<file path="src/rtl/busSeqPkg.sv">
package busSeqPkg;

  typedef enum logic [2:0] {
    KIND_FETCH  = 3'd0,
    KIND_MEM_RD = 3'd1,
    KIND_MEM_WR = 3'd2,
    KIND_IO_RD  = 3'd3,
    KIND_IO_WR  = 3'd4
  } cycKindT;

  // Control-to-datapath strobes, all active high.
  typedef struct packed {
    logic idle;
    logic accept;
    logic m1;
    logic mreq;
    logic iorq;
    logic rd;
    logic wr;
    logic rfsh;
    logic capture;
    logic forceZero;
    logic bumpRefresh;
    logic finish;
    logic stepPc;
    logic driveData;
  } seqStrobesT;

  function automatic logic kindLegal(input logic [2:0] k);
    return k <= 3'd4;
  endfunction

endpackage

</file>
<file path="src/rtl/busSeqCtrl.sv">
module busSeqCtrl
  import busSeqPkg::*;
#(
  parameter int MEM_T    = 3,
  parameter int IO_EXTRA = 3
) (
  input  logic       clk,
  input  logic       rstN,
  input  logic       reqValid,
  input  logic [2:0] reqKind,
  input  logic       haltFlag,
  output seqStrobesT strb
);

  localparam int FETCH_T = MEM_T + 1;
  localparam int IO_T    = MEM_T + IO_EXTRA;
  localparam int RD_END  = FETCH_T - 2;   // last T-state of the fetch read phase
  localparam int T_W     = $clog2(IO_T + 1);

  logic           busy;
  logic           haltQ;
  cycKindT        kindQ;
  logic [T_W-1:0] tCnt;
  logic [T_W-1:0] lastT;
  logic           isFinal;
  logic           strobePhase;

  always_comb begin
    case (kindQ)
      KIND_FETCH:            lastT = T_W'(FETCH_T);
      KIND_IO_RD, KIND_IO_WR: lastT = T_W'(IO_T);
      default:               lastT = T_W'(MEM_T);
    endcase
  end

  assign isFinal     = busy && (tCnt == lastT);
  assign strobePhase = busy && (tCnt >= T_W'(2));

  always_comb begin
    strb        = '0;
    strb.idle   = !busy;
    strb.accept = !busy && reqValid && kindLegal(reqKind);
    strb.finish = isFinal;
    if (busy) begin
      case (kindQ)
        KIND_FETCH: begin
          strb.m1          = tCnt <= T_W'(RD_END);
          strb.mreq        = strobePhase;
          strb.rd          = strobePhase && (tCnt <= T_W'(RD_END));
          strb.rfsh        = tCnt > T_W'(RD_END);
          strb.capture     = tCnt == T_W'(RD_END);
          strb.forceZero   = haltQ;
          strb.bumpRefresh = isFinal;
          strb.stepPc      = !haltQ;
        end
        KIND_MEM_RD: begin
          strb.mreq    = strobePhase;
          strb.rd      = strobePhase;
          strb.capture = isFinal;
        end
        KIND_MEM_WR: begin
          strb.mreq      = strobePhase;
          strb.wr        = strobePhase;
          strb.driveData = 1'b1;
        end
        KIND_IO_RD: begin
          strb.iorq    = strobePhase;
          strb.rd      = strobePhase;
          strb.capture = isFinal;
        end
        KIND_IO_WR: begin
          strb.iorq      = strobePhase;
          strb.wr        = strobePhase;
          strb.driveData = 1'b1;
        end
        default: ;
      endcase
    end
  end

  always_ff @(posedge clk) begin
    if (!rstN) begin
      busy  <= 1'b0;
      haltQ <= 1'b0;
      kindQ <= KIND_FETCH;
      tCnt  <= '0;
    end else if (strb.accept) begin
      busy  <= 1'b1;
      haltQ <= haltFlag;
      kindQ <= cycKindT'(reqKind);
      tCnt  <= T_W'(1);
    end else if (busy) begin
      if (isFinal) begin
        busy <= 1'b0;
        tCnt <= '0;
      end else begin
        tCnt <= tCnt + T_W'(1);
      end
    end
  end

  // a running cycle keeps its kind until its final T-state.
  a_r10_kind_held: assert property (@(posedge clk) disable iff (!rstN)
    (busy && !isFinal) |=> (busy && kindQ == $past(kindQ)));

  // an illegal kind never leaves the idle state.
  a_r9_illegal_ignored: assert property (@(posedge clk) disable iff (!rstN)
    (!busy && reqValid && !kindLegal(reqKind)) |=> !busy);

endmodule

</file>
<file path="src/rtl/busSeqPath.sv">
module busSeqPath
  import busSeqPkg::*;
#(
  parameter int ADDR_W = 16,
  parameter int DATA_W = 8,
  parameter int REF_W  = 7,
  localparam int REG_W = REF_W + 1,
  localparam int IV_W  = ADDR_W - REG_W
) (
  input  logic              clk,
  input  logic              rstN,
  input  seqStrobesT        strb,
  input  logic [ADDR_W-1:0] reqAddr,
  input  logic [DATA_W-1:0] reqWrData,
  input  logic [IV_W-1:0]   ivReg,
  input  logic              refreshLoad,
  input  logic [REG_W-1:0]  refreshLoadVal,
  input  logic [DATA_W-1:0] busDataIn,
  output logic [ADDR_W-1:0] busAddr,
  output logic [DATA_W-1:0] busDataOut,
  output logic [DATA_W-1:0] rdData,
  output logic              done,
  output logic              pcStep,
  output logic [REG_W-1:0]  refreshVal
);

  logic [ADDR_W-1:0] addrQ;
  logic [DATA_W-1:0] wrQ;
  logic [DATA_W-1:0] rdQ;
  logic [REG_W-1:0]  refQ;
  logic              doneQ;
  logic              stepQ;

  always_ff @(posedge clk) begin
    if (!rstN) begin
      addrQ <= '0;
      wrQ   <= '0;
      rdQ   <= '0;
      refQ  <= '0;
      doneQ <= 1'b0;
      stepQ <= 1'b0;
    end else begin
      if (strb.accept) begin
        addrQ <= reqAddr;
        wrQ   <= reqWrData;
      end
      if (strb.capture) begin
        rdQ <= strb.forceZero ? '0 : busDataIn;
      end
      if (strb.idle && refreshLoad) begin
        refQ <= refreshLoadVal;
      end else if (strb.bumpRefresh) begin
        refQ <= {refQ[REG_W-1], refQ[REF_W-1:0] + REF_W'(1)};
      end
      doneQ <= strb.finish;
      stepQ <= strb.finish && strb.stepPc;
    end
  end

  always_comb begin
    if (strb.rfsh)      busAddr = {ivReg, refQ};
    else if (strb.idle) busAddr = '0;
    else                busAddr = addrQ;
  end

  assign busDataOut = strb.driveData ? wrQ : '0;
  assign rdData     = rdQ;
  assign done       = doneQ;
  assign pcStep     = stepQ;
  assign refreshVal = refQ;

  // a fetch end steps the low bits by one and keeps the top bit.
  a_r6_refresh_step: assert property (@(posedge clk) disable iff (!rstN)
    $past(strb.bumpRefresh) |->
      (refQ[REG_W-1] == $past(refQ[REG_W-1]) &&
       refQ[REF_W-1:0] == $past(refQ[REF_W-1:0]) + REF_W'(1)));

  // write cycles do not disturb the captured read data.
  a_r3_rd_kept: assert property (@(posedge clk) disable iff (!rstN)
    strb.driveData |=> $stable(rdQ));

endmodule

</file>
<file path="src/rtl/busSequencer.sv">
module busSequencer
  import busSeqPkg::*;
#(
  parameter int ADDR_W   = 16,
  parameter int DATA_W   = 8,
  parameter int REF_W    = 7,
  parameter int MEM_T    = 3,
  parameter int IO_EXTRA = 3,
  localparam int REG_W   = REF_W + 1,
  localparam int IV_W    = ADDR_W - REG_W
) (
  input  logic              clk,
  input  logic              rstN,
  input  logic              reqValid,
  input  logic [2:0]        reqKind,
  input  logic [ADDR_W-1:0] reqAddr,
  input  logic [DATA_W-1:0] reqWrData,
  input  logic              haltFlag,
  input  logic [IV_W-1:0]   ivReg,
  input  logic              refreshLoad,
  input  logic [REG_W-1:0]  refreshLoadVal,
  input  logic [DATA_W-1:0] busDataIn,
  output logic [ADDR_W-1:0] busAddr,
  output logic [DATA_W-1:0] busDataOut,
  output logic              m1N,
  output logic              mreqN,
  output logic              iorqN,
  output logic              rdN,
  output logic              wrN,
  output logic              rfshN,
  output logic [DATA_W-1:0] rdData,
  output logic              done,
  output logic              pcStep,
  output logic              idle,
  output logic [REG_W-1:0]  refreshVal
);

  seqStrobesT strb;

  busSeqCtrl #(.MEM_T(MEM_T), .IO_EXTRA(IO_EXTRA)) i_ctrl (
    .clk      (clk),
    .rstN     (rstN),
    .reqValid (reqValid),
    .reqKind  (reqKind),
    .haltFlag (haltFlag),
    .strb     (strb)
  );

  busSeqPath #(.ADDR_W(ADDR_W), .DATA_W(DATA_W), .REF_W(REF_W)) i_path (
    .clk            (clk),
    .rstN           (rstN),
    .strb           (strb),
    .reqAddr        (reqAddr),
    .reqWrData      (reqWrData),
    .ivReg          (ivReg),
    .refreshLoad    (refreshLoad),
    .refreshLoadVal (refreshLoadVal),
    .busDataIn      (busDataIn),
    .busAddr        (busAddr),
    .busDataOut     (busDataOut),
    .rdData         (rdData),
    .done           (done),
    .pcStep         (pcStep),
    .refreshVal     (refreshVal)
  );

  assign m1N   = ~strb.m1;
  assign mreqN = ~strb.mreq;
  assign iorqN = ~strb.iorq;
  assign rdN   = ~strb.rd;
  assign wrN   = ~strb.wr;
  assign rfshN = ~strb.rfsh;
  assign idle  = strb.idle;

  // memory and I/O space are never requested together.
  a_r8_single_space: assert property (@(posedge clk) disable iff (!rstN)
    !(!mreqN && !iorqN));

  // read and write strobes are never low together.
  a_r2_rd_wr_apart: assert property (@(posedge clk) disable iff (!rstN)
    !(!rdN && !wrN));

  // the refresh phase shows the vector byte above the counter.
  a_r5_refresh_addr: assert property (@(posedge clk) disable iff (!rstN)
    !rfshN |-> (busAddr == {ivReg, refreshVal} && !mreqN && m1N && rdN));

  // an idle bus keeps every strobe released.
  a_r1_idle_quiet: assert property (@(posedge clk) disable iff (!rstN)
    idle |-> (m1N && mreqN && iorqN && rdN && wrN && rfshN));

endmodule

</file>
<file path="config.mk">
export PLATFORM = sky130hd
export DESIGN_NAME = busSequencer
export DESIGN_NICKNAME = d
export VERILOG_FILES = /design/src/rtl/busSeqPkg.sv /design/src/rtl/busSeqCtrl.sv /design/src/rtl/busSeqPath.sv /design/src/rtl/busSequencer.sv
export SDC_FILE = /design/constraint.sdc
export NUM_CORES = 1
export LEC_CHECK = 0
export CAP_MARGIN = 20
export CORE_ASPECT_RATIO = 0.9
export CORE_MARGIN = 4
export CORE_UTILIZATION = 45
export CTS_CLUSTER_DIAMETER = 80
export DETAILED_ROUTE_END_ITERATION = 12
export HOLD_SLACK_MARGIN = 0.02
export PLACE_DENSITY_LB_ADDON = 0.08
export SLEW_MARGIN = 20
export SYNTH_ARGS = -nofsm -noshare
export SYNTH_HDL_FRONTEND = slang
export SYNTH_HIERARCHICAL = 1
export SYNTH_SLANG_ARGS = --single-unit
</file>
<file path="constraint.sdc">
create_clock -name clk -period 4.9 [get_ports clk]
set_input_delay 0.735 -clock clk [delete_from_list [all_inputs] [get_ports clk]]
set_output_delay 0.735 -clock clk [all_outputs]
set_load 0.03 [all_outputs]
</file>
==> qor.yml <==
floorplanning:
  dieArea_sq_mm: 0.00685
  dieWidth_microns: 86.8
  rows: 25
  die_y_microns: 78.9
  core-area_sq_mm: 0.00532
  start_util_pct: 47.3
  ioPinCount: 105
routing:
  drc: 0
  vias: 2401
  drt-total-wl_mm: 6.55
  drtPass1Iterations: 4
  drt_iter0_markers: 76
  via_per_inst: 5.16
  wl_per_cell_microns: 14.1
  detail-route-antenna-nets: 0
synth:
  synth_seq_cells: 50
  synth-async-reset-ratio_pct: 0
  syn_avg_cell_area_sq_um: 8.32
  netlist_instances: 302
  synth_top_area_share_pct: 39.8
  synthDistinctLibCells: 43
  synth.area.top_cells: "dfxtp_1 (40%), mux2i_1 (10%), nor2_1 (6.4%)"
  synth_edf_count: 0
  synth_area_sq_mm: 0.00251
  yosys.area.top_type: "dfxtp_1"
  ys_seq_area_share_pct: 39.8
  synth_ff_type: "dfxtp_1"
  synth_warnings: 6
  synth_nets: 361
placed_design:
  gp_congestion: 0.867
  post-dp-hpwl_mm: 4.79
  io_buffers: 104
clock_tree:
  cts_tree: "done"
  numCtsBuffers: 5
  insertion_delay_ns: 0.29
  clock_sinks: 50
  cts_resized: 0
  clockRootBuffer: "clkbuf_8"
  clkSlewWorstSetupHoldPaths_ns: 0.09
  h-tree-depth: 2
  postCtsSetupRepairBufs: 0
  ctsHoldBuffers: 0
  cts_max_path_buffers: 2
worst_setup_path:
  rr_endpoint: "i_path/refreshVal[5]"
  r2r_cells: 7
  path_class: "register to primary output"
  worst_ep_arrival_time_ns: 2.76
  r2r_slack_ns: 2.50
  cp-start-kind: "register"
  endpoint_kind: "primary output"
  worstPathRequired_ns: 4.16
  path_max_fanout: 28
  rr_startpoint: "i_ctrl/kindQ[2]"
timing:
  finalSetupViolCount: 0
  post-route-period-util_pct: 71.3
  maxSlewViolCount: 0
  fin_hold_ws_ns: 0.486
  max_freq_mhz: 286
  fin_skew_ns: 0.00862
  rsz0062_at_grt: "false"
  finalHoldViolations: 0
  fin_crit_ns: 3.49
  worstMarginPinSlew_ns: 0.979
  setup_tns_ns: 0
  slew_headroom_pct: 34.2
finish:
  final_util_pct: 68.6
  layout_common_cells: "clkdlybuf4s50_1 (104), dfxtp_1 (50), nor2_1 (42), nand2_1 (31), mux2i_1 (25)"
  n_antenna_cell: 0
  area_growth_pct: 45.2
  fin_nets: 457
  final_common_cell: "clkdlybuf4s50_1"
  final_layout_size_suffix_gt1_share_pct: 4.77
hold_path:
  hold_path.class: "register to register"
  holdPathStages: 2
  hold_start: "i_path/rdData[6]"
  whs_endpoint: "i_path/rdData[6]"
power:
  p_leak_nw: 1.33
  p_per_area_mw_per_mm2: 237
  ir_worst_vdd_mv: 0.163
global_route:
  grt_pass1_wl_mm: 10.7
  grt_max_degree: 37
  grt_overflow: 0
  grt_pass1_vias: 2281
  antenna_found_initial: 0
  track_usage_pct: 19.3
outcome:
  outcome: "complete, no violations"
flow_run:
  cap_viol_max_count: 0
worst max-delay path, cell delays in order, from the launching register on:
cell and delay [ns]:
dfxtp_1 0.45, inv_2 0.23, nor2_1 0.25, nand2_1 0.12, nor2_2 0.29, buf_6 0.25
nand2_1 0.07, o21ai_0 0.09, clkdlybuf4s50_1 0.70
per-stage QoR:
stage	instances	worst slack, ns	total power [mW]	cell area (sq um)
finish	465	1.41	0.866	3650
global route	465	1.14	0.910	3650
CTS	464	1.05	0.877	3640
detailed placement	457	1.38	0.650	3560
global placement	457	1.47	0.647	3560
floorplan	302	2.29	0.562	2510
cells in the mapped netlist, drive strengths merged (4+ instances only):
cell,instances
and2,9
inv,11
a211oi,4
o21ai,24
buf,8
mux2i,25
nand2,31
nand2b,18
nor2b,7
nand3,7
dfxtp,50
nor2,43
clkbuf,9
xor2,4
a21oi,17
cells by family after synthesis:
logic type,synth area share (%)
buffers and inverters,5.23
DFF,39.8
AOI/OAI and AO/OA,14.6
xor gates and xnor gates,2.09
muxes,9.96
adders and majority gates,1.49
and+or+nand+nor,26.8
layer usage:
layer  wire [microns]  track usage (%)
met5                0                0
met4               48             4.98
met3              512             5.29
met2             3020             32.1
met1             2960             24.6
sequential cells by signal (all words and copies together) (netlist names):
signal / flops
i_path/addrQ: 16
i_ctrl/kindQ: 3
i_ctrl/haltQ: 1
i_path/refreshVal: 8
i_ctrl/busy: 1
i_path/pcStep: 1
i_path/done: 1
i_path/wrQ: 8
i_ctrl/tCnt: 3
i_path/rdData: 8
power breakdown:
part           total [mW]  internal (mW)  switching [mW]
clock               0.225         0.0987           0.127
combinational       0.188         0.0961          0.0915
sequential          0.453          0.429          0.0236
area by class of cell:
cell class / count / area (sq um)
clock buffer: 7 / 76.3
fill: 458 / 1670
inverter: 12 / 45.0
multi-input combinational: 223 / 1380
sequential: 50 / 1000
tap: 67 / 83.8
timing repair buffer: 106 / 1060
how the worst max path moves through the flow:
stage	start	end	slack, ns
after floorplan	i_ctrl/tCnt[0]	busAddr[11]	2.29
after global placement	i_ctrl/busy	busAddr[1]	1.47
after detailed placement	i_ctrl/busy	busAddr[1]	1.38
after CTS	i_ctrl/busy	busAddr[1]	1.05
after global routing	i_ctrl/busy	busAddr[9]	1.14
final	i_ctrl/busy	busAddr[3]	1.41
(Power assumes the default switching activity.)
